### src/rtl/crcBlockPkg.sv
package crcBlockPkg;

  localparam int BYTE_W = 8;
  localparam int CRC_W  = 16;

  typedef struct packed {
    logic preset;  // load the start value into the CRC register
    logic absorb;  // fold the current byte into the CRC register
    logic selLo;   // present the low check byte instead of the high one
  } ctrlStrobes_t;

  // One byte through the shift register, most significant bit first.
  function automatic logic [CRC_W-1:0] crcStep(
    input logic [CRC_W-1:0]  cur,
    input logic [BYTE_W-1:0] dat,
    input logic [CRC_W-1:0]  poly
  );
    logic [CRC_W-1:0] acc;
    logic             fb;
    acc = cur;
    for (int i = BYTE_W - 1; i >= 0; i--) begin
      fb  = acc[CRC_W-1] ^ dat[i];
      acc = {acc[CRC_W-2:0], 1'b0};
      if (fb) acc = acc ^ poly;
    end
    return acc;
  endfunction

endpackage

### src/rtl/crcBlockCtrl.sv
module crcBlockCtrl
  import crcBlockPkg::*;
#(
  parameter int MAX_LEN = 64,
  localparam int LEN_W  = $clog2(MAX_LEN),
  localparam int CNT_W  = $clog2(MAX_LEN + 2)
) (
  input  logic             clk,
  input  logic             rstN,
  input  logic             enable,
  input  logic             txMode,
  input  logic [LEN_W-1:0] blockLen,
  input  logic             byteValid,
  input  logic             residueZero,
  output ctrlStrobes_t     strobes,
  output logic             checkValid,
  output logic             blockDone,
  output logic             crcErr
);

  logic [CNT_W-1:0] cntQ;
  logic [CNT_W-1:0] effLen;
  logic             accept;
  logic             inCheck;
  logic             lastByte;

  // A length field of zero selects the largest block.
  assign effLen   = (blockLen == '0) ? CNT_W'(MAX_LEN) : CNT_W'(blockLen);
  assign accept   = enable && byteValid;
  assign inCheck  = cntQ >= effLen;
  assign lastByte = accept && (cntQ == effLen + CNT_W'(1));

  always_comb begin
    strobes.preset = !enable || lastByte;
    strobes.absorb = accept && !(txMode && inCheck);
    strobes.selLo  = cntQ != effLen;
  end

  assign checkValid = enable && txMode && inCheck;

  always_ff @(posedge clk or negedge rstN) begin
    if (!rstN) begin
      cntQ <= '0;
    end else if (!enable || lastByte) begin
      cntQ <= '0;
    end else if (accept) begin
      cntQ <= cntQ + CNT_W'(1);
    end
  end

  always_ff @(posedge clk or negedge rstN) begin
    if (!rstN) begin
      blockDone <= 1'b0;
      crcErr    <= 1'b0;
    end else begin
      blockDone <= lastByte;
      crcErr    <= lastByte && !txMode && !residueZero;
    end
  end

  // completion is a single-cycle pulse (a block needs at least three strobes)
  a_r4_done_single : assert property (@(posedge clk) disable iff (!rstN)
    blockDone |=> !blockDone);

  // an error is only reported alongside block completion
  a_r5_err_with_done : assert property (@(posedge clk) disable iff (!rstN)
    crcErr |-> blockDone);

  // no error in transmit mode
  a_r5_err_rx_only : assert property (@(posedge clk) disable iff (!rstN)
    crcErr |-> !$past(txMode));

  // the counter never runs past the last check strobe
  a_r6_count_bound : assert property (@(posedge clk) disable iff (!rstN)
    cntQ <= CNT_W'(MAX_LEN + 1));

  // disabling restarts the block and suppresses completion
  a_r8_disabled_idle : assert property (@(posedge clk) disable iff (!rstN)
    !enable |=> (cntQ == '0) && !blockDone);

endmodule

### src/rtl/crcBlockDatapath.sv
module crcBlockDatapath
  import crcBlockPkg::*;
#(
  parameter logic [CRC_W-1:0] POLY = 16'h1021,
  parameter logic [CRC_W-1:0] INIT = 16'hFFFF
) (
  input  logic              clk,
  input  logic              rstN,
  input  ctrlStrobes_t      strobes,
  input  logic [BYTE_W-1:0] byteData,
  output logic              residueZero,
  output logic [BYTE_W-1:0] checkByte
);

  localparam int HALF = CRC_W / 2;

  logic [CRC_W-1:0] crcQ;
  logic [CRC_W-1:0] crcNext;

  assign crcNext     = crcStep(crcQ, byteData, POLY);
  assign residueZero = (crcNext == '0);
  assign checkByte   = strobes.selLo ? crcQ[HALF-1:0] : crcQ[CRC_W-1:HALF];

  always_ff @(posedge clk or negedge rstN) begin
    if (!rstN) begin
      crcQ <= INIT;
    end else if (strobes.preset) begin
      crcQ <= INIT;
    end else if (strobes.absorb) begin
      crcQ <= crcNext;
    end
  end

  // a preset request leaves the start value in the register
  a_r7_preset_loads : assert property (@(posedge clk) disable iff (!rstN)
    strobes.preset |=> crcQ == INIT);

  // with no absorb and no preset the register holds its value
  a_r9_hold : assert property (@(posedge clk) disable iff (!rstN)
    (!strobes.preset && !strobes.absorb) |=> $stable(crcQ));

endmodule

### src/rtl/crcBlockUnit.sv
module crcBlockUnit
  import crcBlockPkg::*;
#(
  parameter int               MAX_LEN = 64,
  parameter logic [CRC_W-1:0] POLY    = 16'h1021,
  parameter logic [CRC_W-1:0] INIT    = 16'hFFFF,
  localparam int              LEN_W   = $clog2(MAX_LEN)
) (
  input  logic              clk,
  input  logic              rstN,
  input  logic              enable,
  input  logic              txMode,
  input  logic [LEN_W-1:0]  blockLen,
  input  logic              byteValid,
  input  logic [BYTE_W-1:0] byteData,
  output logic [BYTE_W-1:0] checkByte,
  output logic              checkValid,
  output logic              blockDone,
  output logic              crcErr
);

  ctrlStrobes_t strobes;
  logic         residueZero;

  crcBlockCtrl #(.MAX_LEN(MAX_LEN)) uCtrl (
    .clk        (clk),
    .rstN       (rstN),
    .enable     (enable),
    .txMode     (txMode),
    .blockLen   (blockLen),
    .byteValid  (byteValid),
    .residueZero(residueZero),
    .strobes    (strobes),
    .checkValid (checkValid),
    .blockDone  (blockDone),
    .crcErr     (crcErr)
  );

  crcBlockDatapath #(.POLY(POLY), .INIT(INIT)) uDp (
    .clk        (clk),
    .rstN       (rstN),
    .strobes    (strobes),
    .byteData   (byteData),
    .residueZero(residueZero),
    .checkByte  (checkByte)
  );

  // status outputs are quiet right after reset
  a_r1_quiet_after_reset : assert property (@(posedge clk)
    $rose(rstN) |-> !blockDone && !crcErr);

endmodule

### config.mk
export PLATFORM = sky130hd
export DESIGN_NAME = crcBlockUnit
export DESIGN_NICKNAME = d
export VERILOG_FILES = /design/src/rtl/crcBlockPkg.sv /design/src/rtl/crcBlockCtrl.sv /design/src/rtl/crcBlockDatapath.sv /design/src/rtl/crcBlockUnit.sv
export SDC_FILE = /design/constraint.sdc
export NUM_CORES = 1
export LEC_CHECK = 0
export ABC_AREA = 1
export BUFFER_PORTS_ARGS = -buffer_cell sky130_fd_sc_hd__buf_2
export CAP_MARGIN = 20
export CORE_ASPECT_RATIO = 1.1
export CORE_MARGIN = 1
export CORE_UTILIZATION = 30
export CTS_CLUSTER_DIAMETER = 100
export DETAILED_ROUTE_END_ITERATION = 12
export GPL_TIMING_DRIVEN = 1
export PLACE_DENSITY_LB_ADDON = 0.05
export SLEW_MARGIN = 20
export SYNTH_ARGS = -nofsm -noshare
export SYNTH_HDL_FRONTEND = slang
export SYNTH_SLANG_ARGS = --single-unit
### constraint.sdc
create_clock -name clk -period 1.9 [get_ports clk]
set_clock_uncertainty 0.15 [all_clocks]
set_input_delay 0.19 -clock clk [delete_from_list [all_inputs] [get_ports clk]]
set_output_delay 0.19 -clock clk [all_outputs]
set_load 0.05 [all_outputs]
# After elaboration in Yosys (flattened, before gate mapping)
# Index checks and enable logic that the tools add are counted.
[op_classes] add_sub_neg=2 magnitude_cmp=1 eq_ne=2 n_mux=14 n_bitwise=16 n_reduce_logical=17
[ops] cell="13-bit 2-to-1 mux" n=8
[ops] cell="16-bit 2-to-1 mux" n=2
[ops] cell="3-bit inverter" n=8
[ops] cell="7-bit 2-to-1 mux" n=3
[ops] cell="16-bit logical NOT" n=1
[ops] cell="7-bit by 1-bit adder with 7-bit output (second input constant)" n=2
[ops] cell="1-bit logical AND" n=8
[ops] cell="8-bit 2-to-1 mux" n=1
[ops] cell="1-bit XOR" n=8
[ops] cell="7-bit == test" n=1
[ops] cell="7-bit >= comparator" n=1
[ops] cell="7-bit != test" n=1
[ops] cell="6-bit logical NOT" n=1
[ops] cell="1-bit logical NOT" n=4
[ops] cell="2-bit nonzero test" n=2
[ops] cell="1-bit logical OR" n=1
[totals] regBits=25 output_inout_bits=11

# Longest topological paths before layout
[depth] word_depth=19 ltp_mapped=14 mapped_depth_nobuf=13

# By module
# A second synthesis with hierarchy kept.
[unflattened] hier_cells=322 area_unflattened_um2=2092.0
[by_module_without_submodules] mod="crcBlockDatapath" n_inst=1 cells_each=186 area_per_inst_um2=1196.1
[by_module_without_submodules] mod="crcBlockCtrl" n_inst=1 cells_each=136 area_per_inst_um2=895.9

# Worst setup path before layout
# Ideal clock, no wire load.
[synth_path] path_type="input to output" start="in blockLen[0]" end="out checkByte[0]" arrival_time_ns=2.495 required_ns=1.560 slack_ns=-0.935 path_stages=10 cell_sequence="inv_1 -> ha_1 -> nand3_2 -> nand2_1 -> ha_1 -> nand2_1 -> nor2_1 -> nand4_2 -> clkbuf_1 -> o21ai_0"
[synth_via] elab_chain_cells=4
[synth_rtl] element="start: declaration" line_no="crcBlockUnit.sv:13" text="input logic [LEN_W-1:0] blockLen,"
[synth_rtl] element="6-bit logical NOT" line_no="crcBlockCtrl.sv:28" text="assign effLen = (blockLen == '0) ? CNT_W'(MAX_LEN) : CNT_W'(blockLen);"
[synth_rtl] element="7-bit 2-to-1 mux (*)" line_no="crcBlockCtrl.sv:28"
[synth_rtl] element="7-bit != test (*)" line_no="crcBlockCtrl.sv:36" text="strobes.selLo = cntQ != effLen;"
[synth_rtl] element="8-bit 2-to-1 mux (*)" line_no="crcBlockDatapath.sv:22" text="assign checkByte = strobes.selLo ? crcQ[HALF-1:0] : crcQ[CRC_W-1:HALF];"
[synth_rtl] element="end: declaration" line_no="crcBlockUnit.sv:16" text="output logic [BYTE_W-1:0] checkByte,"
# Mark *: on every way between the ends. The rest lies on a longest branch, timed or not.

# Final worst setup path
[layout_path] start="reg uCtrl.cntQ[2]" end="out checkByte[4]"
[layout_via] elab_chain_cells=2
[layout_rtl] element="start: declaration" line_no="crcBlockCtrl.sv:21" text="logic [CNT_W-1:0] cntQ;"
[layout_rtl] element="start signal: assignment" line_no="crcBlockCtrl.sv:47" text="cntQ <= cntQ + CNT_W'(1);"
[layout_rtl] element="7-bit != test" line_no="crcBlockCtrl.sv:36"
[layout_rtl] element="8-bit 2-to-1 mux" line_no="crcBlockDatapath.sv:22"
# Every way passes these cells.

==> impl_metrics.py <==
metrics = {
    "synthesis": {
        "synth_edf_count": 0,
        "synth_flop_cell": "dfstp_2",
        "synth_cell_types": 27,
        "post_synth.cell_area_avg_sq_um": 6.27,
        "synth_top_area_cell": "nand2_1",
        "yosys_register_bits": 25,
        "yosysMostFrequentCell": "nand2_1",
        "yosysWarningCount": 0,
        "synthesis.nets": 387,
        "async_flop_share_pct": 100,
        "netlist_top_cells_area": "nand2_1 (23%), dfstp_2 (19%), dfrtp_1 (10%), inv_1 (9.4%), nand3_1 (9.4%)",
        "ys_top_cells_by_count": "nand2_1 (138), inv_1 (56), nand3_1 (42)",
        "ys_seq_area_share_pct": 28.8,
        "netlist_area_sq_um": 2240,
        "yosys.area.top_type_share_pct": 23.1,
        "syn-instance-count": 358,
    },
    "grt": {
        "grt_max_degree": 26,
        "use_met3_pct": 1.52,
        "first_global_vias": 2329,
        "antenna_found_initial": 0,
        "grt_use_total_pct": 18.0,
        "met1_usage_pct": 22.2,
        "overflow": 0,
        "busiest_layer": "met2",
        "gr-usage-met2_pct": 33.5,
        "grt_pass1_wl_mm": 11.1,
    },
    "outcome": {
        "violations": "DRC, setup timing",
        "outcome": "finished with violations",
    },
    "pwr": {
        "p_per_area_nw_per_um2": 546,
        "p_leak_nw": 1.68,
        "finalPower_mw": 1.71,
        "ir_worst_vdd_uv": 409,
    },
    "cells_and_area": {
        "diodes": 0,
        "fillerInstances": 798,
        "fin_util_pct": 43.9,
        "drive_gt1_share_pct": 32.1,
        "finalNonFillerCells": 496,
        "final_design_area_no_fill_sq_um": 3130,
        "area_growth_pct": 39.4,
        "nNetsFinal": 441,
    },
    "setup_path": {
        "cp_data_required_time_ns": 1.56,
        "cpPeakStageDelay_ns": 0.42,
        "critPathArrivalTime_ns": 1.84,
        "worstPathCellList": "ha_4 > nand2_4 > nor2_4 > nand4_4 > buf_16 > o21ai_4 > buf_6",
        "reg2reg_slack_ns": 0.02,
        "path_max_fanout": 8,
        "cp-end-kind": "primary output",
        "cp-start-kind": "flip-flop",
        "path_class": "flip-flop to primary output",
        "slowest_stage": "dfrtp_1",
    },
    "routing": {
        "drcViolationCount": 6,
        "wl_per_cell_um": 13.3,
        "drt-total-wl_mm": 6.57,
        "num_vias": 2370,
        "drt.antenna.violating_nets": 0,
        "drt-pass1-iter-count": 10,
        "drt-initial-drc-count": 46,
        "via_per_inst": 4.78,
    },
    "floorplan": {
        "rows": 32,
        "die_x_um": 84.5,
        "dieArea_sq_um": 7830,
        "die_height_um": 92.7,
        "initial_core_util_pct": 31.5,
        "ioPinCount": 30,
        "core_sq_um": 7130,
    },
    "sta": {
        "drv_slew": 0,
        "fin_crit_sh_pct": 115,
        "fin_ws_ns": -0.276,
        "max_freq_mhz": 460,
        "setup_viol": 9,
        "worst_slew_pin_slew_ns": 0.602,
        "rsz0062_at_grt": "true",
        "post-route-min-period_ns": 2.18,
        "relSlewSlack_pct": 59.9,
        "hold_violations": 0,
    },
    "placement": {
        "dp_hpwl_mm": 4.86,
        "dp.cells": 489,
        "gp_congestion": 0.831,
        "port_buffers": 29,
        "dpl_cell_area_sq_um": 2790,
    },
    "clocking": {
        "cts_sinks": 25,
        "cts_buffer_depth": 2,
        "insertion_delay_ns": 0.28,
        "cts_buffers": 3,
        "cts_tree": "yes",
        "cts_root_buf": "clkbuf_8",
        "htreeDepth": 1,
        "clkTransAtPathRegs_ns": 0.10,
    },
    "job": {
        "drv_cap": 0,
    },
    "hold_path": {
        "hold_path_class": "input port to flip-flop",
    },
}
## cell families after synthesis
| kind of cell | synth area share (%) |
|---|---|
| adder cells (fa/ha/maj) | 5.57 |
| XOR/XNOR | 2.34 |
| AND/OR/NAND/NOR | 48.7 |
| AO/OA/AOI/OAI | 3.23 |
| flip-flops | 28.8 |
| buffers and inverters | 11.4 |
## flip-flops by register name, indices dropped and copies added (netlist names)
| signal | flops |
|---|---|
| uCtrl.crcErr | 1 |
| uCtrl.blockDone | 1 |
| uCtrl.cntQ | 7 |
| uDp.crcQ | 16 |
## layout by cell type (no fill, tap or decap), types with 8 or more instances in the layout
cell type / count
nand3b_1: 9
nor2_1: 17
nand2_1: 119
dfrtp_1: 9
buf_6: 9
buf_4: 24
nand3_1: 39
dfstp_2: 16
buf_2: 20
nand2_2: 17
o21ai_4: 8
nand4_1: 18
inv_1: 52
## final cells by class
class / instances / area [sq um] / share of cell area (%)
Multi-Input combinational cell: 269 / 1640 / 52.5
Clock buffer: 4 / 45.0 / 1.44
Tap cell: 85 / 106 / 3.40
Timing Repair Buffer: 57 / 459 / 14.7
Inverter: 56 / 231 / 7.40
Sequential cell: 25 / 646 / 20.6
## path summary, 6_finish.rpt
kind	from	to	cells past startpoint
hold / removal	txMode	uCtrl.crcErr	4
setup reg to reg	uCtrl.cntQ[2]	uDp.crcQ[12]	9
min in group asynchronous	rstN	uCtrl.blockDone	2
setup / recovery	uCtrl.cntQ[2]	checkByte[4]	7
hold reg to reg	uDp.crcQ[11]	uDp.crcQ[11]	2
max in group asynchronous	rstN	uCtrl.cntQ[2]	2
## metrics by stage
stage | hold slack [ns] | TNS [ns] | worst slack, ns
2_1_floorplan | -0.256 | -1.55 | -0.112
5_1_grt | 0.0849 | -4.33 | -0.368
3_3_place_gp | 0.0887 | -8.60 | -0.357
4_1_cts | 0.0366 | -3.87 | -0.313
3_5_place_dp | 0.0921 | -8.73 | -0.375
6_report | 0.0510 | -2.41 | -0.276
## report_power, final
group / leakage (nW) / switching [mW] / total, mW / internal [mW]
Sequential: 0.293 / 0.0406 / 0.640 / 0.599
Clock: 0.0228 / 0.195 / 0.346 / 0.151
Combinational: 1.36 / 0.440 / 0.721 / 0.281
Total: 1.68 / 0.676 / 1.71 / 1.03
## worst max-delay path, delay by kind of cell (launching register included)
family | cells | cell delay, ns
buffers and inverters | 2 | 0.39
DFF | 1 | 0.42
and+or+nand+nor | 3 | 0.31
adders and majority gates | 1 | 0.30
AOI/OAI and AO/OA | 1 | 0.13
## routing by layer
| metal | routed length [um] | part of all wire, % | up-vias |
|---|---|---|---|
| met3 | 118 | 1.8 | 7 |
| met5 | 0 | 0 | - |
| li1 | - | - | 1248 |
| met2 | 3450 | 53 | 30 |
| met4 | 74 | 1.1 | 0 |
| met1 | 2930 | 45 | 1085 |
## repair_timing
item                       CTS  global route
buffers inserted             0             1
resized for setup           30            33
pin swaps                    3             5
hold endpoints to repair     9             0
hold buffers                 1             0
setup endpoints to repair   25            30
cloned                       1             0
No activity file was read; power rests on OpenSTA's default activity.
